===== config.mk =====
export PLATFORM = sky130hd
export DESIGN_NAME = pwmctl_regfront
export DESIGN_NICKNAME = d
export VERILOG_FILES = /design/src/rtl/pwmctl_pkg.sv /design/src/rtl/pwmctl_decode.sv /design/src/rtl/pwmctl_runctl.sv /design/src/rtl/pwmctl_evtflag.sv /design/src/rtl/pwmctl_regfront.sv
export SDC_FILE = /design/constraint.sdc
export NUM_CORES = 1
export LEC_CHECK = 0
export CELL_PAD_IN_SITES_DETAIL_PLACEMENT = 1
export CELL_PAD_IN_SITES_GLOBAL_PLACEMENT = 1
export CORE_UTILIZATION = 21
export DETAILED_ROUTE_END_ITERATION = 10
export PLACE_DENSITY_LB_ADDON = 0.1
export SYNTH_ARGS = -nofsm -noshare
export SYNTH_HDL_FRONTEND = slang
export SYNTH_SLANG_ARGS = --single-unit

===== constraint.sdc =====
create_clock -name clk -period 2.52 [get_ports clk]
set_input_delay 0.504 -clock clk [delete_from_list [all_inputs] [get_ports clk]]
set_output_delay 0.504 -clock clk [all_outputs]
set_load 0.05 [all_outputs]

===== src/rtl/pwmctl_pkg.sv =====
package pwmctl_pkg;

    localparam int NUM_CH    = 4;
    localparam int CH_IDX_W  = $clog2(NUM_CH);
    localparam int ADDR_W    = 10;
    localparam int DATA_W    = 32;
    localparam int WIN_W     = 5;                      // 32-byte channel window
    localparam int WIN_BYTES = 1 << WIN_W;

    localparam logic [ADDR_W-1:0] OFS_START = 10'h004;
    localparam logic [ADDR_W-1:0] OFS_STOP  = 10'h008;
    localparam logic [ADDR_W-1:0] OFS_RUN   = 10'h00C;
    localparam logic [ADDR_W-1:0] OFS_FLAG  = 10'h01C;
    localparam logic [ADDR_W-1:0] CH_BASE   = 10'h200;
    localparam int                CH_SPAN   = NUM_CH * WIN_BYTES;

    typedef enum logic [2:0] {
        HIT_NONE,
        HIT_START,
        HIT_STOP,
        HIT_RUN,
        HIT_FLAG,
        HIT_CHAN
    } hit_e;

    typedef struct packed {
        hit_e                hit;
        logic [CH_IDX_W-1:0] ch;
        logic [WIN_W-1:0]    off;
    } dec_t;

    function automatic dec_t decode(input logic [ADDR_W-1:0] a);
        dec_t d;
        logic [ADDR_W-1:0] rel;
        rel   = a - CH_BASE;
        d.hit = HIT_NONE;
        d.ch  = rel[WIN_W +: CH_IDX_W];
        d.off = a[WIN_W-1:0];
        if (a == OFS_START)      d.hit = HIT_START;
        else if (a == OFS_STOP)  d.hit = HIT_STOP;
        else if (a == OFS_RUN)   d.hit = HIT_RUN;
        else if (a == OFS_FLAG)  d.hit = HIT_FLAG;
        else if (a >= CH_BASE && int'(rel) < CH_SPAN) d.hit = HIT_CHAN;
        return d;
    endfunction

endpackage


===== src/rtl/pwmctl_decode.sv =====
module pwmctl_decode
    import pwmctl_pkg::*;
(
    input  logic [ADDR_W-1:0] addr,
    output dec_t              dec
);
    always_comb dec = decode(addr);
endmodule


===== src/rtl/pwmctl_runctl.sv =====
module pwmctl_runctl #(
    parameter int N = 4
) (
    input  logic         clk,
    input  logic         rst,
    input  logic         set_req,
    input  logic         clr_req,
    input  logic [N-1:0] mask,
    output logic [N-1:0] run_q
);
    always_ff @(posedge clk) begin
        if (rst)          run_q <= '0;
        else if (set_req) run_q <= run_q | mask;
        else if (clr_req) run_q <= run_q & ~mask;
    end
endmodule


===== src/rtl/pwmctl_evtflag.sv =====
module pwmctl_evtflag #(
    parameter int N = 4
) (
    input  logic         clk,
    input  logic         rst,
    input  logic [N-1:0] pulse,
    input  logic         rd_clr,
    output logic [N-1:0] flag_q
);
    logic [N-1:0] keep;
    assign keep = rd_clr ? '0 : flag_q;

    always_ff @(posedge clk) begin
        if (rst) flag_q <= '0;
        else     flag_q <= keep | pulse;   // a pulse always survives a clearing read
    end
endmodule


===== src/rtl/pwmctl_regfront.sv =====
module pwmctl_regfront
    import pwmctl_pkg::*;
#(
    parameter int N  = NUM_CH,
    parameter int DW = DATA_W,
    parameter int AW = ADDR_W
) (
    input  logic            clk,
    input  logic            rst,
    input  logic [AW-1:0]   addr,
    input  logic [DW-1:0]   wdata,
    input  logic            we,
    input  logic            re,
    output logic [DW-1:0]   rdata,
    input  logic [N-1:0]    period_end,
    output logic [N-1:0]    run_en,
    output logic [N-1:0]    ch_we,
    output logic [N-1:0]    ch_re,
    output logic [WIN_W-1:0] ch_off,
    output logic [DW-1:0]   ch_wdata,
    input  logic [N*DW-1:0] ch_rdata
);
    dec_t          dec;
    logic [N-1:0]  run_q;
    logic [N-1:0]  flag_q;
    logic [DW-1:0] rd_mux;

    pwmctl_decode u_dec (
        .addr (addr),
        .dec  (dec)
    );

    pwmctl_runctl #(.N(N)) u_run (
        .clk     (clk),
        .rst     (rst),
        .set_req (we && dec.hit == HIT_START),
        .clr_req (we && dec.hit == HIT_STOP),
        .mask    (wdata[N-1:0]),
        .run_q   (run_q)
    );

    pwmctl_evtflag #(.N(N)) u_flag (
        .clk    (clk),
        .rst    (rst),
        .pulse  (period_end),
        .rd_clr (re && dec.hit == HIT_FLAG),
        .flag_q (flag_q)
    );

    assign run_en   = run_q;
    assign ch_off   = dec.off;
    assign ch_wdata = wdata;

    for (genvar n = 0; n < N; n++) begin : g_chsel
        logic hit_n;
        assign hit_n    = (dec.hit == HIT_CHAN) && (int'(dec.ch) == n);
        assign ch_we[n] = we && hit_n;
        assign ch_re[n] = re && hit_n;
    end

    always_comb begin
        rd_mux = '0;
        unique case (dec.hit)
            HIT_RUN:  rd_mux[N-1:0] = run_q;
            HIT_FLAG: rd_mux[N-1:0] = flag_q;
            HIT_CHAN: rd_mux = ch_rdata[int'(dec.ch)*DW +: DW];
            default:  rd_mux = '0;
        endcase
    end

    always_ff @(posedge clk) begin
        if (rst)     rdata <= '0;
        else if (re) rdata <= rd_mux;
        else         rdata <= '0;
    end
endmodule


==> metrics.csv, run 1 <==
stage,metric,value,unit
timing,Max Fclk,414.7,MHz
synth,simple-gate area share of the yosys netlist,15.56,%
synth,adder-cell share of the synthesized area,0,%
finish,Layout fillers,1212,
hold_path,HP Class,reg -> reg,
global_route,vias in the first global route,2387,
finish,Sequential Area,800.8,um^2
synth,"EDFF count, synth",0,
pwr,Clk network pwr share,38.4,%
synth,cell taking the most area after synthesis,dfxtp_1,
synth,Yosys reg bits,40,
synth,Syn Nets,391,
critical_path,Worst setup EP type,primary output,
critical_path,CP max-delay cell,clkdlybuf4s50_1,
synth,post-synthesis mux area share,31.54,%
clock_network,TritonCTS clock tree,built,
floorplanning,die area,11920,um^2
clock_network,clk root buf,clkbuf_16,
synth,"count leader, synth",dfxtp_1,
global_route,global-route wire length before repair,13120,um
finish,layout cells sized above 1,19.32,%
timing,Final setup viols,0,
pwr,P_int,0.001436,W
timing,Tcrit/Tclk final,95.68,%
finish,Finished Layout Cells,523,
synth,Post-Syn Instances,213,
synth,Syn. warnings,0,
floorplanning,die height,109.2,um
pwr,Logic pwr share,26.6,%
synth,Mapped Avg Cell Area,11.33,um^2
finish,design area,4598,um^2
detailed_routing,via-per-instance ratio,4.344,
floorplanning,Starting Density,21.87,%
placed_design,dpl cells,515,
critical_path,Worst EP required,2020,ps
synth,xor and xnor area share after synthesis,0,%
clock_network,CTS Sinks,40,
clock_network,CTS buffer count,5,
synth,sequential-to-total area share from yosys stat,33.20,%
finish,final net count,560,
global_route,initial antenna violation count,0,
detailed_routing,Total Routed Length,9438,um
floorplanning,Core ar.,11030,um^2
outcome,outcome,"complete, no violations",
pwr,Net Sw Frac,22.27,%
global_route,grt ovf,0,
finish,final core occ,41.69,%
detailed_routing,WL/cell,18.05,um
critical_path,Crit Path Max Fanout,5,
pwr,Pleak,1.693,nW
critical_path,reg2reg setup slack,1700,ps
critical_path,Critical Path AT,1910,ps
synth,largest family of logic cells by synthesized area,multiplexers,
placed_design,HPWL Detailed,8178,um
detailed_routing,Vias,2272,
floorplanning,I/O pins,259,
synth,synth top area cells,"dfxtp_1 33%, mux4_2 30%, buf_4 12%, and2_1 7.3%, nor2_1 1.7%",
critical_path,CP startpoint kind,input port,
placed_design,gpl congestion,0.7760,
synth,"Top FF cell, synth",dfxtp_1,
floorplanning,row cnt,38,
detailed_routing,Detail Route Antenna Nets,0,
clock_network,CTS max path bufs,2,
floorplanning,Die Width,109.2,um
pwr,maximum vdd ir drop,0.2325,mV
synth,synth cell count leaders,"40 x dfxtp_1, 37 x buf_4, 32 x mux4_2, 28 x and2_1, 11 x nor2_1",
finish,Antenna Cells,0,
pwr,Pwr Density,401.7,nW/um^2
clock_network,clock latency at the later pin of the worst-skew pair,280,ps
synth,mapped cell area,2412,um^2
timing,Final Hold Viols,0,
critical_path,WS Path Type,in -> out,
synth,"Distinct cells, synth",29,
synth,Compound-Gate Fraction of Synth Area,3.942,%
finish,"Area growth, synth to finish",90.61,%
clock_network,H-Tree Depth,2,
timing,clk_skew,1.740,ps
timing,RSZ-0062 raised after global routing,true,
placed_design,placed cell area,4422,um^2
timing,Slew @ Worst Pin,543.9,ps
timing,worst rel slew slack,63.63,%
pwr,Flop pwr share,35.0,%
detailed_routing,DRT iter0 DRCs,37,
timing,final setup margin,108.7,ps
detailed_routing,TritonRoute pass-1 iters,3,
clock_network,clock slew at reported path FFs,60,ps
placed_design,Setup WS pre-CTS,-6.608,ps
synth,top-area cell type share of the netlist area,33.20,%
placed_design,# port buffers,202,
critical_path,crit-path max cell delay,470,ps
finish,area of the multi-input gates,1246,um^2
timing,final worst path period need,2411,ps
synth,ys async rst share,0,%
timing,Hold Slack,485.1,ps
run,number of max-cap violations,0,
global_route,GR Util All Layers,15.15,%
critical_path,crit path cell chain,clkdlybuf4s50_1 -> buf_4 -> nand4bb_1 -> nor2_1 -> buf_12,
pwr,Switch Pwr,0.0004114,W
detailed_routing,drc violations,0,
timing,max-slew violation count,0,
global_route,largest net degree at the start of global routing,19,
==> layer usage <==
| layer | vias up | routed length, um | global-route usage, % | share of wire (%) |
|---|---|---|---|---|
| li1 | 1068 | - | - | - |
| met1 | 1061 | 2953 | 13.96 | 31 |
| met2 | 123 | 5467 | 31.40 | 58 |
| met3 | 20 | 806 | 3.407 | 8.5 |
| met4 | 0 | 210 | 5.714 | 2.2 |
| met5 | - | 0 | 0 | 0 |
==> path summary, 6_finish.rpt <==
kind,from,to,depth (start not counted)
setup / recovery,addr[9],ch_re[3],5
hold / removal,u_flag.flag_q[1],u_flag.flag_q[1],2
setup reg to reg,flop,flop,3
hold reg to reg,u_flag.flag_q[1],u_flag.flag_q[1],2
==> worst max-delay path, delay by kind of cell <==
| family | cells | cell delay, ps |
|---|---|---|
| buf+inv | 3 | 760 |
| simple gates | 2 | 630 |
==> per-stage QoR <==
| step | power [W] | TNS (ps) |
|---|---|---|
| after CTS | 0.001887 | 0 |
| after detailed placement | 0.001158 | -6.608 |
| after global routing | 0.001933 | -27.92 |
| after global placement | 0.001153 | 0 |
| after floorplan | 0.0009842 | 0 |
| final | 0.001847 | 0 |
==> layout by cell type (no fill, tap or decap), types with 2 or more instances in the layout <==
master           instances
nand2b_1                 2
inv_1                    8
and2_1                  28
nor3_2                   2
buf_12                  11
a211o_1                  4
mux2i_1                  4
o21ai_0                  4
buf_4                   16
a21oi_1                  4
nor2_1                   9
buf_2                    2
dfxtp_1                 40
and3_1                   2
nand2_1                  6
nor4b_1                  2
clkbuf_16                5
clkdlybuf4s50_1        183
mux4_2                  32
nor2_2                   2
o21ai_1                  4
==> layout make-up <==
cell class	count	share of cell area (%)
clock buffer	6	2.803
clock inverter	2	0.7619
inverter	8	0.6531
multi-input combinational	115	27.10
sequential	40	17.41
tap	140	3.810
timing repair buffer	212	47.46
==> kinds of logic after synthesis <==
kind of cell / after synthesis
AO/OA/AOI/OAI: 16
buffers and inverters: 58
flip-flops: 40
multiplexers: 36
AND/OR/NAND/NOR: 63
==> power groups by stage <==
stage	Sequential, W	Clock [W]	Combinational (W)
floorplan	0.000681	0	0.000303
global placement	0.000660	0	0.000493
detailed placement	0.000661	0	0.000498
CTS	0.000646	0.000741	0.000500
global route	0.000647	0.000765	0.000521
finish	0.000647	0.000710	0.000491
==> repair_timing <==
item | 4_1_cts | 5_1_grt
setup buffers | 0 | 0
endpoints found under the setup margin | 1 | 3
pin swaps | 0 | 1
resized for setup | 1 | 2
hold buffers | 0 | 0
==> flip-flops by register name, summed over array words and instances (netlist names), named ones only <==
name and cells:
rdata 32, u_flag.flag_q 4
(Power assumes the default switching activity.)
==> run 2: changes to the inputs <==
--- a/config.mk
+++ b/config.mk
@@ -7,8 +7,10 @@
 export LEC_CHECK = 0
 export CELL_PAD_IN_SITES_DETAIL_PLACEMENT = 1
 export CELL_PAD_IN_SITES_GLOBAL_PLACEMENT = 1
-export CORE_UTILIZATION = 21
+export CORE_AREA = 2 2 99 101
 export DETAILED_ROUTE_END_ITERATION = 10
+export DIE_AREA = 0 0 101 103
+export DONT_BUFFER_PORTS = 1
 export PLACE_DENSITY_LB_ADDON = 0.1
 export SYNTH_ARGS = -nofsm -noshare
 export SYNTH_HDL_FRONTEND = slang
==> metrics.csv, run 2 (synthesis gave the netlist of run 1 again) <==
stage,metric,value,unit,change
timing,Slew @ Worst Pin,567.6,ps,+23.77 ps
finish,Biggest register,rdata,,
global_route,global-route wire length before repair,8894,um,-32%
critical_path,Worst EP required,2020,ps,about the same
finish,"Area growth, synth to finish",-0.7260,%,
clock_network,CTS buffer count,5,,unchanged
clock_network,clock slew at reported path FFs,80,ps,+20 ps
critical_path,Crit Path Max Fanout,5,,unchanged
clock_network,clock latency at the later pin of the worst-skew pair,290,ps,about the same
floorplanning,Die Width,101,um,-7.5%
finish,layout cells sized above 1,29.28,%,+10 points
critical_path,WS Path Type,in -> out,,
critical_path,Critical Path AT,1440,ps,-470 ps
detailed_routing,drc violations,0,,unchanged
clock_network,TritonCTS clock tree,built,,
critical_path,reg2reg setup slack,1300,ps,-400 ps
detailed_routing,WL/cell,22.38,um,+24%
timing,RSZ-0062 raised after global routing,false,,
timing,Hold Slack,273.6,ps,-211.5 ps
clock_network,clk root buf,clkbuf_8,,
pwr,maximum vdd ir drop,0.2741,mV,+18%
floorplanning,die height,103,um,-5.7%
timing,Tcrit/Tclk final,77.04,%,-19 points
critical_path,crit-path max cell delay,450,ps,-20 ps
placed_design,Setup WS pre-CTS,563.3,ps,+569.9 ps
finish,most frequent cells in the layout,"40 x dfxtp_1, 32 x mux4_2, 28 x and2_1",,
clock_network,CTS max path bufs,2,,unchanged
hold_path,WHS Path Cells,1,,-1
clock_network,H-Tree Depth,2,,unchanged
timing,final worst path period need,1941,ps,-469.9 ps
finish,Layout fillers,1066,,-12%
floorplanning,row cnt,36,,-5.3%
critical_path,CP max-delay cell,nand4bb_1,,
global_route,largest net degree at the start of global routing,40,,+21
finish,Antenna Cells,0,,unchanged
timing,clk_skew,8.566,ps,+6.826 ps
clock_network,post-CTS setup buffers,0,,unchanged
critical_path,FF-to-FF path depth,3,,unchanged
critical_path,critical path endpoint,ch_re[1],,
timing,final setup margin,578.6,ps,+469.9 ps
finish,final net count,358,,-36%
placed_design,# port buffers,0,,-100%
floorplanning,Starting Density,25.50,%,+3.6 points
finish,Top Registers,"rdata x32, u_flag.flag_q x4",,
hold_path,HP Class,in -> reg,,
floorplanning,Core ar.,9459,um^2,-14%
timing,setup TNS,0,ps,unchanged
global_route,vias in the first global route,1610,,-33%
detailed_routing,Vias,1518,,-33%
detailed_routing,TritonRoute pass-1 iters,4,,+1
clock_network,cts repair resizes,0,,-1
clock_network,Hold Buf Count CTS,0,,unchanged
floorplanning,die area,10400,um^2,-13%
pwr,Pwr Density,552.1,nW/um^2,+37%
timing,Final setup viols,0,,unchanged
timing,Final Hold Viols,0,,unchanged
floorplanning,I/O pins,259,,unchanged
critical_path,Worst setup EP type,primary output,,
placed_design,placed cell area,2287,um^2,-48%
outcome,outcome,"complete, no violations",,
pwr,Pleak,0.8430,nW,-50%
clock_network,CTS Sinks,40,,unchanged
placed_design,dpl cells,287,,-44%
detailed_routing,Total Routed Length,6602,um,-30%
placed_design,HPWL Detailed,5281,um,-35%
detailed_routing,via-per-instance ratio,5.146,,+18%
global_route,GR Util All Layers,11.28,%,-3.9 points
global_route,grt ovf,0,,unchanged
placed_design,gpl congestion,0.7230,,-6.8%
timing,max-slew violation count,0,,unchanged
timing,worst rel slew slack,62.11,%,-1.5 points
critical_path,Critical Path Start,addr[7],,
finish,Finished Layout Cells,295,,-44%
critical_path,CP startpoint kind,input port,,
timing,Max Fclk,515.1,MHz,+24%
finish,design area,2395,um^2,-48%
run,number of max-cap violations,0,,unchanged
global_route,initial antenna violation count,0,,unchanged
finish,"commonest non-fill, non-tap cell in the layout",dfxtp_1,,
detailed_routing,DRT iter0 DRCs,30,,-19%
finish,Largest register FFs,32,,unchanged
critical_path,crit path cell chain,nand4bb_1 -> nor2_1 -> buf_4,,
detailed_routing,Detail Route Antenna Nets,0,,unchanged
-- run 2: cell count changes in the layout (fill, tap and decap cells not counted), sizes merged --
cell,change
clkdlybuf4s50,-183
buf,-19
-- run 2: critical path, delay by kind of cell --
kind	cells	cell delay (ps)
AND/OR/NAND/NOR	2	710
buffers and inverters	1	230
-- run 2: how the worst min path moves through the flow --
stage / slack [ps] / from / to
5_1_grt: 250 / rst / u_flag.flag_q[0]
3_5_place_dp: 480 / u_flag.flag_q[2] / u_flag.flag_q[2]
4_1_cts: 260 / rst / u_flag.flag_q[2]
3_3_place_gp: 470 / u_flag.flag_q[3] / u_flag.flag_q[3]
2_1_floorplan: 450 / u_flag.flag_q[0] / u_flag.flag_q[0]
6_report: 270 / rst / u_flag.flag_q[0]
-- run 2: stage by stage --
step,util [%],power (W)
after global routing,25.32,0.001386
after global placement,24.18,0.0008116
after detailed placement,24.18,0.0008137
after CTS,25.32,0.001347
after floorplan,-,0.0009842
final,25.32,0.001322
-- run 2: layer usage --
metal | global-route usage (%) | vias up | wire, um
met2 | 20.92 | 106 | 3548
met5 | 0 | - | 0
li1 | - | 658 | -
met1 | 12.17 | 741 | 2334
met4 | 4.782 | 0 | 136
met3 | 2.915 | 13 | 583
-- run 2: layout make-up --
class	instances	area, um^2	share of cell area, %
clock buffers	6	72.57	3.030
clock inverters	2	35.03	1.463
inverters	8	30.03	1.254
multi-input cells	115	1239	51.72
flip-flops and latches	40	800.8	33.44
well taps	114	142.6	5.956
repair buffers	10	75.07	3.135
-- run 2: power breakdown --
part | switching [W] | total [W] | leakage [nW] | internal, W
Clock | 0.000230 | 0.000524 | 0.0552 | 0.000294
Sequential | 0.0000259 | 0.000668 | 0.324 | 0.000642
Combinational | 0.0000323 | 0.000130 | 0.464 | 0.0000973
==> run 3: changes to the inputs <==
--- a/config.mk
+++ b/config.mk
@@ -7,9 +7,9 @@
 export LEC_CHECK = 0
 export CELL_PAD_IN_SITES_DETAIL_PLACEMENT = 1
 export CELL_PAD_IN_SITES_GLOBAL_PLACEMENT = 1
-export CORE_AREA = 2 2 99 101
+export CORE_AREA = 2 2 101 103
 export DETAILED_ROUTE_END_ITERATION = 10
-export DIE_AREA = 0 0 101 103
+export DIE_AREA = 0 0 103 105
 export DONT_BUFFER_PORTS = 1
 export PLACE_DENSITY_LB_ADDON = 0.1
 export SYNTH_ARGS = -nofsm -noshare
==> constraint.sdc (replaced) <==
create_clock -name clk -period 1.66 [get_ports clk]
set_input_delay 0.332 -clock clk [delete_from_list [all_inputs] [get_ports clk]]
set_output_delay 0.332 -clock clk [all_outputs]
set_load 0.05 [all_outputs]
==> metrics.csv, run 3 (synthesis gave the netlist of run 1 again) <==
stage,metric,value,unit,change
outcome,outcome,"complete, no violations",,
finish,area of the multi-input gates,1254,um^2,+1.2%
finish,Largest register FFs,32,,unchanged
timing,Tcrit/Tclk final,93.29,%,
clock_network,Hold Buf Count CTS,0,,unchanged
timing,final setup margin,111.4,ps,-467.2 ps
timing,Final Hold Viols,0,,unchanged
clock_network,clock slew at reported path FFs,80,ps,about the same
critical_path,Worst EP required,1330,ps,-690 ps
timing,RSZ-0062 raised after global routing,false,,
pwr,Logic pwr share,10.5,%,+0.7 points
floorplanning,die height,105,um,+1.9%
detailed_routing,via-per-instance ratio,4.899,,-4.8%
timing,clk_skew,6.393,ps,-2.173 ps
finish,Layout fillers,1115,,+4.6%
global_route,initial antenna violation count,0,,unchanged
timing,worst rel slew slack,65.94,%,+3.8 points
finish,layout cells sized above 1,33.70,%,+4.4 points
timing,final worst path period need,1549,ps,
floorplanning,Core ar.,9639,um^2,+1.9%
timing,Max Fclk,645.7,MHz,
finish,Top Registers,"rdata x32, u_flag.flag_q x4",,
floorplanning,Starting Density,25.03,%,-0.48 points
run,number of max-cap violations,0,,unchanged
pwr,P_int,0.001496,W,+45%
placed_design,gpl congestion,0.7061,,-2.3%
timing,max-slew violation count,0,,unchanged
detailed_routing,Detail Route Antenna Nets,0,,unchanged
finish,Biggest register,rdata,,
detailed_routing,Total Routed Length,6839,um,+3.6%
pwr,Net Sw Frac,21.76,%,-0.051 points
timing,setup TNS,0,ps,unchanged
pwr,Pleak,0.8676,nW,+2.9%
placed_design,# port buffers,0,,unchanged
placed_design,HPWL Detailed,5439,um,+3.0%
pwr,Pwr Density,767.7,nW/um^2,+39%
clock_network,cts repair resizes,0,,unchanged
detailed_routing,DRT iter0 DRCs,62,,+110%
critical_path,Critical Path AT,1220,ps,-220 ps
floorplanning,Die Width,103,um,+2.0%
critical_path,WS Path Type,in -> out,,
floorplanning,die area,10820,um^2,+4.0%
placed_design,Setup WS pre-CTS,69.58,ps,-493.7 ps
timing,Slew @ Worst Pin,510.3,ps,-57.36 ps
detailed_routing,Vias,1553,,+2.3%
finish,final net count,362,,+1.1%
global_route,GR Util All Layers,12.08,%,+0.80 points
global_route,largest net degree at the start of global routing,40,,unchanged
clock_network,H-Tree Depth,2,,unchanged
critical_path,Crit Path Max Fanout,4,,-1
clock_network,CTS buffer count,5,,unchanged
finish,Antenna Cells,0,,unchanged
clock_network,CTS Sinks,40,,unchanged
detailed_routing,WL/cell,21.57,um,-3.6%
global_route,vias in the first global route,1880,,+17%
global_route,global-route wire length before repair,10100,um,+14%
finish,"commonest non-fill, non-tap cell in the layout",dfxtp_1,,
clock_network,clk root buf,clkbuf_8,,
pwr,Clk network pwr share,36.4,%,-3.3 points
finish,most frequent cells in the layout,"40 x dfxtp_1, 32 x mux4_2, 28 x and2_1",,
pwr,maximum vdd ir drop,0.3170,mV,+16%
hold_path,HP Class,in -> reg,,
clock_network,CTS max path bufs,2,,unchanged
timing,Hold Slack,105.9,ps,-167.8 ps
clock_network,post-CTS setup buffers,0,,unchanged
pwr,Flop pwr share,53.0,%,+2.5 points
finish,"Area growth, synth to finish",3.216,%,
timing,Final setup viols,0,,unchanged
floorplanning,I/O pins,259,,unchanged
floorplanning,row cnt,36,,unchanged
finish,Sequential Area,800.8,um^2,unchanged
detailed_routing,TritonRoute pass-1 iters,4,,unchanged
critical_path,CP startpoint kind,input port,,
pwr,Switch Pwr,0.0004160,W,+44%
detailed_routing,drc violations,0,,unchanged
critical_path,Worst setup EP type,primary output,,
clock_network,TritonCTS clock tree,built,,
clock_network,clock latency at the later pin of the worst-skew pair,280,ps,about the same
global_route,grt ovf,0,,unchanged
-- run 3: changes by cell type in the layout (fill, tap and decap cells not counted), moves of 2 or more --
cell	change
buf_12	+3
nor2_2	+4
clkbuf_8	+2
nor2_1	-4
-- run 3: cell type report --
class | instances | share of cell area [%]
repair buffers | 14 | 5.729
inverters | 8 | 1.206
clock buffers | 7 | 3.869
well taps | 133 | 6.683
multi-input cells | 115 | 50.35
flip-flops and latches | 40 | 32.16
-- run 3: final timing paths --
kind | start | to | cells past startpoint | slack (ps)
worst max-delay path | addr[9] | ch_we[0] | 4 | 110
worst min-delay path | rst | u_flag.flag_q[2] | 1 | 110
worst max register to register | flop | flop | 4 | 650
worst min register to register | u_flag.flag_q[1] | u_flag.flag_q[1] | 2 | 490
-- run 3: through the flow --
step / utilization (%) / cell area, um^2 / total power (W) / cells
floorplan: - / 2432 / 0.001497 / 213
global route: 25.83 / 2490 / 0.002025 / 317
CTS: 25.83 / 2490 / 0.001960 / 317
finish: 25.83 / 2490 / 0.001912 / 317
global placement: 24.83 / 2394 / 0.001235 / 310
detailed placement: 24.83 / 2394 / 0.001240 / 310
-- run 3: power by group through the flow --
stage / clock network [W] / registers [W] / logic [W]
4_1_cts: 0.000741 / 0.00101 / 0.000205
6_report: 0.000697 / 0.00101 / 0.000201
2_1_floorplan: 0 / 0.00103 / 0.000462
3_3_place_gp: 0 / 0.00104 / 0.000198
5_1_grt: 0.000793 / 0.00102 / 0.000216
3_5_place_dp: 0 / 0.00104 / 0.000203
-- run 3: critical path, stage by stage --
cell and delay, ps:
nor2b_1 160, nand3b_1 300, nor3_2 190, buf_4 220
-- run 3: routing by layer --
metal / share of wire [%] / wire [um] / track usage (%) / vias up
li1: - / - / - / 667
met1: 34 / 2340 / 12.59 / 765
met2: 55 / 3751 / 22.68 / 102
met3: 8.9 / 609 / 3.077 / 19
met4: 2.0 / 138 / 4.323 / 0
met5: 0 / 0 / 0 / -
